<file path="src/rtl/pmev_pkg.sv">
package pmev_pkg;
   localparam int PM_REG_W = 16;
   localparam int BIT_TMR  = 0;
   localparam int BIT_GBL  = 5;
   localparam int BIT_PWR  = 8;
   localparam int BIT_RTC  = 10;
   localparam logic [PM_REG_W-1:0] STS_IMPL =
      PM_REG_W'((1 << BIT_TMR) | (1 << BIT_GBL) | (1 << BIT_PWR) | (1 << BIT_RTC));
   localparam logic [PM_REG_W-1:0] SCI_SRC = STS_IMPL;
   localparam int NUM_EVT = 3;
   localparam int EVT_BITS [NUM_EVT] = '{BIT_PWR, BIT_RTC, BIT_GBL};
   localparam int OFF_STS = 'h00;
   localparam int OFF_EN  = 'h02;
   localparam int OFF_CTL = 'h04;
   localparam int OFF_TMR = 'h08;

   typedef enum logic [2:0] {
      SEL_NONE,
      SEL_STS,
      SEL_EN,
      SEL_CTL,
      SEL_TMR
   } pm_sel_e;
endpackage

</file>
<file path="src/rtl/pmev_decode.sv">
module pmev_decode
   import pmev_pkg::*;
#(
   parameter int ADDR_W    = 16,
   parameter int CFG_W     = 32,
   parameter int WIN_BYTES = 64
) (
   input  logic [CFG_W-1:0]  cfg_base,
   input  logic              cfg_win_en,
   input  logic [ADDR_W-1:0] io_addr,
   input  logic              io_rd,
   input  logic              io_wr,
   output logic              hit,
   output pm_sel_e           sel
);
   localparam int OFF_W = $clog2(WIN_BYTES);

   initial begin
      assert (WIN_BYTES >= 16 && (WIN_BYTES & (WIN_BYTES - 1)) == 0)
         else $fatal(1, "WIN_BYTES must be a power of two, at least 16");
      assert (ADDR_W > OFF_W && ADDR_W < CFG_W)
         else $fatal(1, "ADDR_W must exceed the offset width and fit below CFG_W");
   end

   logic [OFF_W-1:0] off;
   logic             base_match;
   logic             unused_cfg;

   assign unused_cfg = ^{cfg_base[CFG_W-1:ADDR_W], cfg_base[OFF_W-1:0]};
   assign base_match = (io_addr[ADDR_W-1:OFF_W] == cfg_base[ADDR_W-1:OFF_W]);
   assign off        = io_addr[OFF_W-1:0];
   assign hit        = cfg_win_en & (io_rd | io_wr) & base_match;

   always_comb begin
      sel = SEL_NONE;
      if (off == OFF_W'(OFF_STS))      sel = SEL_STS;
      else if (off == OFF_W'(OFF_EN))  sel = SEL_EN;
      else if (off == OFF_W'(OFF_CTL)) sel = SEL_CTL;
      else if (off == OFF_W'(OFF_TMR)) sel = SEL_TMR;
   end
endmodule

</file>
<file path="src/rtl/pmev_timer.sv">
module pmev_timer #(
   parameter int TMR_W = 24
) (
   input  logic             clk,
   input  logic             rst_n,
   input  logic             tick,
   output logic [TMR_W-1:0] cnt,
   output logic             msb_flip
);
   initial begin
      assert (TMR_W >= 2 && TMR_W <= 32)
         else $fatal(1, "TMR_W must be between 2 and 32");
   end

   always_ff @(posedge clk or negedge rst_n) begin
      if (!rst_n)    cnt <= '0;
      else if (tick) cnt <= cnt + 1'b1;
   end

   // top bit changes exactly when every lower bit is one and the counter advances
   assign msb_flip = tick & (&cnt[TMR_W-2:0]);

   assert_tmr_step_R7: assert property (@(posedge clk) disable iff (!rst_n)
      tick |=> cnt == $past(cnt) + 1'b1);
   assert_tmr_hold_R7: assert property (@(posedge clk) disable iff (!rst_n)
      !tick |=> $stable(cnt));
endmodule

</file>
<file path="src/rtl/pmev_regs.sv">
module pmev_regs
   import pmev_pkg::*;
(
   input  logic                clk,
   input  logic                rst_n,
   input  logic                wr_en,
   input  pm_sel_e             sel,
   input  logic [PM_REG_W-1:0] wdata,
   input  logic [NUM_EVT-1:0]  evt_in,
   input  logic                tmr_flip,
   output logic [PM_REG_W-1:0] sts_q,
   output logic [PM_REG_W-1:0] en_q,
   output logic [PM_REG_W-1:0] ctl_q,
   output logic                sci
);
   logic [NUM_EVT-1:0]  rise;
   logic [PM_REG_W-1:0] set_vec;
   logic [PM_REG_W-1:0] clr_vec;

   for (genvar i = 0; i < NUM_EVT; i++) begin : g_evt
      logic prev_q;
      always_ff @(posedge clk or negedge rst_n) begin
         if (!rst_n) prev_q <= 1'b0;
         else        prev_q <= evt_in[i];
      end
      assign rise[i] = evt_in[i] & ~prev_q;
   end

   always_comb begin
      set_vec = '0;
      for (int i = 0; i < NUM_EVT; i++) begin
         if (rise[i]) set_vec[EVT_BITS[i]] = 1'b1;
      end
      // overflow detection armed only while enabled and not already pending
      set_vec[BIT_TMR] = tmr_flip & en_q[BIT_TMR] & ~sts_q[BIT_TMR];
   end

   assign clr_vec = (wr_en && sel == SEL_STS) ? (wdata & STS_IMPL) : '0;

   always_ff @(posedge clk or negedge rst_n) begin
      if (!rst_n) begin
         sts_q <= '0;
         en_q  <= '0;
         ctl_q <= '0;
      end else begin
         sts_q <= ((sts_q & ~clr_vec) | set_vec) & STS_IMPL;
         if (wr_en && sel == SEL_EN)  en_q  <= wdata;
         if (wr_en && sel == SEL_CTL) ctl_q <= wdata;
      end
   end

   assign sci = |(sts_q & en_q & SCI_SRC);

   assert_pwr_edge_sets_R5: assert property (@(posedge clk) disable iff (!rst_n)
      $rose(evt_in[0]) |=> sts_q[BIT_PWR]);
   assert_rtc_w1c_R4: assert property (@(posedge clk) disable iff (!rst_n)
      (clr_vec[BIT_RTC] && !rise[1]) |=> !sts_q[BIT_RTC]);
   assert_sci_needs_enable_R6: assert property (@(posedge clk) disable iff (!rst_n)
      ((en_q & SCI_SRC) == '0) |-> !sci);
   assert_tmr_disarmed_R8: assert property (@(posedge clk) disable iff (!rst_n)
      (tmr_flip && !en_q[BIT_TMR] && !sts_q[BIT_TMR]) |=> !sts_q[BIT_TMR]);
endmodule

</file>
<file path="src/rtl/pm_event_ctrl.sv">
module pm_event_ctrl
   import pmev_pkg::*;
#(
   parameter int ADDR_W    = 16,
   parameter int CFG_W     = 32,
   parameter int DATA_W    = 32,
   parameter int WIN_BYTES = 64,
   parameter int TMR_W     = 24
) (
   input  logic                clk,
   input  logic                rst_n,
   input  logic [CFG_W-1:0]    cfg_base,
   input  logic                cfg_win_en,
   input  logic [ADDR_W-1:0]   io_addr,
   input  logic                io_wr,
   input  logic                io_rd,
   input  logic [PM_REG_W-1:0] io_wdata,
   output logic [DATA_W-1:0]   io_rdata,
   output logic                io_hit,
   input  logic                tick,
   input  logic                evt_pwrbtn,
   input  logic                evt_rtc,
   input  logic                evt_gbl,
   output logic                sci
);
   initial begin
      assert (DATA_W >= TMR_W && DATA_W >= PM_REG_W)
         else $fatal(1, "DATA_W must hold the timer and the 16-bit registers");
   end

   pm_sel_e             sel;
   logic [PM_REG_W-1:0] sts_q, en_q, ctl_q;
   logic [TMR_W-1:0]    tmr_cnt;
   logic                tmr_flip;

   pmev_decode #(.ADDR_W(ADDR_W), .CFG_W(CFG_W), .WIN_BYTES(WIN_BYTES)) u_dec (
      .cfg_base(cfg_base), .cfg_win_en(cfg_win_en), .io_addr(io_addr),
      .io_rd(io_rd), .io_wr(io_wr), .hit(io_hit), .sel(sel)
   );

   pmev_timer #(.TMR_W(TMR_W)) u_tmr (
      .clk(clk), .rst_n(rst_n), .tick(tick), .cnt(tmr_cnt), .msb_flip(tmr_flip)
   );

   pmev_regs u_regs (
      .clk(clk), .rst_n(rst_n), .wr_en(io_hit & io_wr), .sel(sel), .wdata(io_wdata),
      .evt_in({evt_gbl, evt_rtc, evt_pwrbtn}), .tmr_flip(tmr_flip),
      .sts_q(sts_q), .en_q(en_q), .ctl_q(ctl_q), .sci(sci)
   );

   always_comb begin
      io_rdata = '0;
      if (io_hit && io_rd) begin
         unique case (sel)
            SEL_STS: io_rdata = DATA_W'(sts_q);
            SEL_EN:  io_rdata = DATA_W'(en_q);
            SEL_CTL: io_rdata = DATA_W'(ctl_q);
            SEL_TMR: io_rdata = DATA_W'(tmr_cnt);
            default: io_rdata = '0;
         endcase
      end
   end

   assert_no_hit_disabled_R2: assert property (@(posedge clk) disable iff (!rst_n)
      !cfg_win_en |-> !io_hit);
   assert_outside_write_ignored_R9: assert property (@(posedge clk) disable iff (!rst_n)
      !io_hit |=> ($stable(en_q) && $stable(ctl_q)));
endmodule

</file>
<file path="config.mk">
export PLATFORM = sky130hd
export DESIGN_NAME = pm_event_ctrl
export DESIGN_NICKNAME = d
export VERILOG_FILES = /design/src/rtl/pmev_pkg.sv /design/src/rtl/pmev_decode.sv /design/src/rtl/pmev_timer.sv /design/src/rtl/pmev_regs.sv /design/src/rtl/pm_event_ctrl.sv
export SDC_FILE = /design/constraint.sdc
export NUM_CORES = 1
export LEC_CHECK = 0
export BUFFER_PORTS_ARGS = -buffer_cell sky130_fd_sc_hd__buf_2
export CORE_MARGIN = 3
export CORE_UTILIZATION = 55
export CTS_CLUSTER_DIAMETER = 60
export DETAILED_ROUTE_END_ITERATION = 10
export GPL_ROUTABILITY_DRIVEN = 0
export PLACE_DENSITY = 0.95
export SETUP_SLACK_MARGIN = 0.1
export SYNTH_ARGS = -nofsm -noshare
export SYNTH_HDL_FRONTEND = slang
export SYNTH_SLANG_ARGS = --single-unit
export TNS_END_PERCENT = 10
</file>
<file path="constraint.sdc">
create_clock -name clk -period 2.85 [get_ports clk]
set_clock_uncertainty 0.2 [all_clocks]
set_input_delay 0 -clock clk [delete_from_list [all_inputs] [get_ports clk]]
set_output_delay 0 -clock clk [all_outputs]
set_load 0.01 [all_outputs]
</file>
Word level (Yosys, flattened, before mapping)

Cells that the tools add are included.

Memories: 0
RAM bits: 0
Bits of input ports: 73
Flip-flop bits (word level): 63
Memory bits (read-only): 0
Logic and storage cells: 51
Bits in latches: 0

Muxes and demuxes: 10
Add/subtract/negate cells: 1
$mul: 0
Order comparisons: 0
Div/mod/pow operators: 0
Reduce and logical (&&, ||, !) cells: 7
Bitwise gates (word level): 18
Eq/ne operators: 8
Shift operators: 0

Operators with widths:

| cell                    | number |
|---|---|
| $pmux W24 S4            | 1 |
| $add A24 B1 Y24 const B | 1 |
| $mux W24                | 1 |
| $reduce_and A23 Y1      | 1 |
| $and A11 B11 Y11        | 2 |
| $mux W3                 | 4 |
| $mux W11                | 1 |
| $not A11 Y11            | 1 |
| $or A11 B11 Y11         | 1 |
| $eq A10 B10 Y1          | 1 |
| $and A1 B1 Y1           | 9 |
| $eq A3 B2 Y1 const B    | 2 |
| $eq A6 B2 Y1 const B    | 1 |
| $eq A6 B3 Y1 const B    | 1 |
| $eq A6 B4 Y1 const B    | 1 |
| $logic_not A6 Y1        | 1 |
| $logic_and A1 B1 Y1     | 4 |
| $not A1 Y1              | 4 |
| $reduce_or A4 Y1        | 1 |
| $eq A3 B1 Y1 const B    | 1 |
| $eq A3 B3 Y1 const B    | 1 |
| $mux W1                 | 3 |
| $or A1 B1 Y1            | 1 |

Logic depth before layout (Yosys ltp)

Word-level depth: 11
Depth in mapped cells: 7
Mapped depth without buffers: 5

Modules after synthesis

Synthesis repeated with hierarchy kept, for this count alone.

Cells, all modules: 327
Area total of the unflattened synthesis: 3659.8 µm²

By module, submodules not included:

| module        | times used | cells each | area an instance (µm²) |
|---|---|---|---|
| pmev_regs     | 1          | 107        | 1650.3 |
| pmev_timer    | 1          | 97         | 1083.5 |
| pm_event_ctrl | 1          | 101        | 767.0 |
| pmev_decode   | 1          | 22         | 158.9 |

Worst setup path before layout

Ideal clock, no wire load.

Path type: input to register
Start: input port cfg_base[14]
End: register u_regs.ctl_q[10]
Data required time: 2.523 ns
Buffers on the path: 2
Cell stages on the path: 6
Slack: 0.819 ns
Setup time: 0.127 ns
Data arrival time: 1.703 ns
Path through: xor2_1 > or4_4 > buf_6 > nor4_4 > buf_6 > mux2_1

Longest elaborated chain between the ends: 4

Ends and longest elaborated chain:

| what                 | line                | RTL |
|---|---|---|
| from (decl)          | pm_event_ctrl.sv:12 | `input logic [CFG_W-1:0] cfg_base,` |
| $eq A10 B10 Y1       | pmev_decode.sv:30   | `assign base_match = (io_addr[ADDR_W-1:OFF_W] == cfg_base[ADDR_W-1:OFF_W]);` |
| $and A1 B1 Y1        | pmev_decode.sv:32   | `assign hit = cfg_win_en & (io_rd \| io_wr) & base_match;` |
| $and A1 B1 Y1        | pm_event_ctrl.sv:46 | `.clk(clk), .rst_n(rst_n), .wr_en(io_hit & io_wr), .sel(sel), .wdata(io_wdata),` |
| $logic_and A1 B1 Y1  | pmev_regs.sv:48     | `if (wr_en && sel == SEL_CTL) ctl_q <= wdata;` |
| to (signal assigned) | pmev_regs.sv:48     |  |
| to (decl)            | pmev_regs.sv:13     | `output logic [PM_REG_W-1:0] ctl_q,` |

No other way between the ends.
A chain may end at the register's enable or synchronous reset.

Worst setup path in the final report

Start: input port io_wr
End: register u_regs.sts_q[8]

Longest elaborated chain between the ends: 9

Ends and longest elaborated chain:

| what                        | line                | RTL |
|---|---|---|
| from (decl)                 | pm_event_ctrl.sv:15 | `input logic io_wr,` |
| $or A1 B1 Y1                | pmev_decode.sv:32   |  |
| $and A1 B1 Y1 (2 in series) | pmev_decode.sv:32   |  |
| $and A1 B1 Y1 (*)           | pm_event_ctrl.sv:46 |  |
| $logic_and A1 B1 Y1 (*)     | pmev_regs.sv:38     | `assign clr_vec = (wr_en && sel == SEL_STS) ? (wdata & STS_IMPL) : '0;` |
| $mux W11 (*)                | pmev_regs.sv:38     |  |
| $not A11 Y11 (*)            | pmev_regs.sv:46     | `sts_q <= ((sts_q & ~clr_vec) \| set_vec) & STS_IMPL;` |
| $and A11 B11 Y11 (*)        | pmev_regs.sv:46     |  |
| $or A11 B11 Y11 (*)         | pmev_regs.sv:46     |  |
| to (signal assigned)        | pmev_regs.sv:46     |  |
| to (decl)                   | pmev_regs.sv:11     | `output logic [PM_REG_W-1:0] sts_q,` |

Every way passes the cells marked *; elsewhere a longest branch is shown, timed or not.

==> impl_metrics.csv <==
group,metric,value,unit
worst_setup_path,rr_startpoint,"u_tmr.cnt[7]",
yosys,synthMuxAreaShare,11.4,%
route,drt_iter0_drc,209,
yosys,ys_ff_latch,63,
route,ant_nets,0,
floorplan,die_area,6880,um2
global_routing,overflow,0,
route,wl,8.67,mm
yosys,synth_compound_area_share,10.7,%
yosys,synthArstFlopShare,100,%
worst_setup_path,r2r_end,"u_tmr.cnt[19]",
finish,finalInstanceArea,4140,um2
finish,n_fill_cell,345,
yosys,synth_top_family_by_area,"simple AND/OR/NAND/NOR gates",
pwr,power_density,497,nW/um2
timing,max-slew-margin-rel,53.1,%
finish,nets,467,
timing,rsz0062_at_grt,"no",
pwr,leakage,1.97,nW
yosys,synthFlopType,"dfrtp_1",
timing,max_freq,367,MHz
timing,worstMarginPinSlew,0.703,ns
floorplan,initial_core_util,58.1,%
yosys,yosysTopAreaCell,"dfrtp_1",
yosys,ys_top_cells_by_count,"63 x dfrtp_1, 23 x xnor2_1, 22 x a22oi_1, 22 x nand2_1, 20 x mux2_1",
timing,slew_viol_final,0,
yosys,ys_types,36,
finish,seq_area,1580,um2
pwr,switching_share,25.8,%
timing,period_needed,2.72,ns
pwr,max-vdd-ir-drop,0.000516,V
route,vias_per_cell,5.85,
worst_setup_path,slowest_delay,0.58,ns
yosys,seq_area_frac_synth,48.4,%
floorplan,ioPinCount,107,
worst_setup_path,crit_type,"in2reg",
yosys,synth.yosys.warnings,0,
worst_setup_path,regToRegSetupSlack,0.88,ns
finish,drive_above_1_share,32.2,%
timing,final-setup-viol-count,0,
floorplan,die_h,83.0,um
yosys,synth_fa_ha_area_share,0.384,%
worst_setup_path,cpLargestDelayFamily,"buffers and inverters",
worst_setup_path,crit_arrival,2.75,ns
pwr,power_frac_comb,10.6,%
yosys,syn-cell-area,3260,um2
global_routing,grt_antenna_before_repair,0,
yosys,synth_xor_area_share,8.87,%
finish,antennaDiodeCount,0,
route,vias,2750,
clock_network,cts.clk_slew.worst_paths,0.07,ns
route,wl_per_cell,18.4,um
floorplan,dieWidth,83.0,um
yosys,synth_top_cell_area_share,48.4,%
finish,multi_input_area,1570,um2
worst_setup_path,rr_worst_depth,4,
worst_setup_path,crit_fanout,6,
route,drc,0,
pwr,seq_power_share,49.7,%
global_routing,first_global_vias,2923,
clock_network,htreeDepth,3,
yosys,synthesis.instances,284,
clock_network,cts_buffers,9,
yosys,yosysMostFrequentCell,"dfrtp_1",
clock_network,cts_tree,"done",
placed_design,portBuffers,76,
clock_network,cts-resized-gates,0,
min_path,holdPathEnd,"u_regs.sts_q[0]",
flow_run,drv_cap,0,
min_path,hold_class,"in2reg",
worst_setup_path,cp.buffers_inverters,3,
worst_setup_path,path_cells,"dlygate4sd3_1 > buf_2 > o21ai_1 > or4_4 > or4_4 > a221o_1 > dlygate4sd3_1",
floorplan,fp.coreArea,5610,um2
clock_network,clock_path_buffers,2,
pwr,internal_power,1.53,mW
yosys,synth_edf_count,0,
route,drt_pass1_iterations,4,
pwr,clockPowerShare,39.6,%
clock_network,cts.sinks,63,
yosys,synth-simple-area-share,15.9,%
yosys,avgSynthCellArea,11.5,um2
worst_setup_path,critPathCaptureType,"flop",
pwr,switchingPower,0.530,mW
worst_setup_path,start_kind,"primary input",
yosys,yosys-top-cells-area,"dfrtp_1 48%, mux2_1 6.9%, xnor2_1 6.2%, a22oi_1 5.1%, mux2_2 4.5%",
timing,hold_viol_final,0,
worst_setup_path,required,2.87,ns
placed_design,place_area,3680,um2
min_path,hold_start,"io_addr[0]",
clock_network,clock_latency,0.34,ns
floorplan,num_rows,27,
clock_network,cts_root_buf,"clkbuf_8",
worst_setup_path,crit_slowest_cell,"or4_4",
global_routing,globalRouteTotalUtil,26.5,%
min_path,hold_depth,5,
global_routing,grt_max_degree,34,
timing,min_period_over_period,95.5,%
finish,synthToLayoutAreaGrowth,27.0,%
placed_design,dpl.hpwl,5.62,mm
global_routing,grt_pass1_wl,14.4,mm
outcome,status,"complete, no violations",
timing,fin_tns_setup,0,ns
[worst register-to-register path: stages, from the launching register on]
cell	delay, ns
dfrtp_1	0.49
and4_1	0.28
nor3b_1	0.51
nand4_1	0.21
xnor2_1	0.16
[power groups by stage]
stage          combinational [mW]  clock [mW]  sequential, mW
6_report                    0.219       0.815            1.02
5_1_grt                     0.242       0.862            1.03
3_3_place_gp                0.176           0            1.02
4_1_cts                     0.215       0.809            1.01
2_1_floorplan               0.113           0            1.01
3_5_place_dp                0.191           0            1.03
[through the flow]
stage | total power, mW | setup slack [ns] | hold WS, ns | utilization (%) | instances
final | 2.06 | 0.127 | 0.0303 | 73.8 | 470
after floorplan | 1.12 | 0.819 | -0.496 | - | 291
after CTS | 2.04 | 0.128 | 0.0234 | 73.7 | 469
after detailed placement | 1.22 | 0.742 | -0.118 | 65.6 | 429
after global placement | 1.20 | 0.765 | -0.132 | 65.6 | 429
after global routing | 2.13 | 0.104 | 0.0621 | 73.8 | 470
[how the worst max path moves through the flow]
| stage | startpoint | endpoint | depth (start not counted) |
|---|---|---|---|
| final | io_wr | u_regs.sts_q[8] | 7 |
| after CTS | io_wr | u_regs.sts_q[5] | 7 |
| after detailed placement | cfg_base[14] | io_rdata[5] | 7 |
| after global routing | io_wr | u_regs.sts_q[8] | 7 |
| after floorplan | cfg_base[14] | u_regs.ctl_q[10] | 6 |
| after global placement | cfg_base[14] | io_rdata[3] | 7 |
[layout by cell type (no fill, tap or decap), types with 11 or more instances in the layout]
cell type / Yosys / final
a22oi_1: 22 / 22
buf_2: 1 / 76
clkbuf_8: 0 / 12
dfrtp_1: 63 / 63
dlygate4sd3_1: 0 / 24
mux2_1: 20 / 20
mux2_2: 13 / 13
nand2_1: 22 / 22
nand3_1: 11 / 11
nand4_1: 11 / 11
xnor2_1: 23 / 23
[final cells by class]
type	count	area share, %
inverter	3	0.272
clock buffer	13	4.08
timing repair buffer	108	16.4
sequential	63	38.1
multi-input combinational	208	37.9
clock inverter	3	0.968
tap	72	2.18
[metal layers]
layer	up-vias	wire, um	global-route usage, %
met2	160	4340	45.0
li1	1240	-	-
met3	40	785	8.13
met5	-	0	0
met4	0	398	12.3
met1	1310	3150	30.5
[kinds of logic after synthesis]
family | count (synthesis)
muxes | 33
and+or+nand+nor | 87
adders and majority gates | 1
other | 1
DFF | 63
xor gates and xnor gates | 33
AOI/OAI and AO/OA | 46
buffers and inverters | 20
[flip-flops by register name (all words and copies together) (netlist names)]
signal / cells
u_regs.ctl_q: 16
u_regs.en_q: 16
u_regs.g_evt.prev_q: 3
u_regs.sts_q: 4
u_tmr.cnt: 24
[timing repair]
item                       in CTS  in global routing
buffers inserted                0                  1
hold endpoints to repair       75                  0
hold buffers                   24                  0
setup endpoints to repair       0                  2
(Power assumes the default switching activity.)
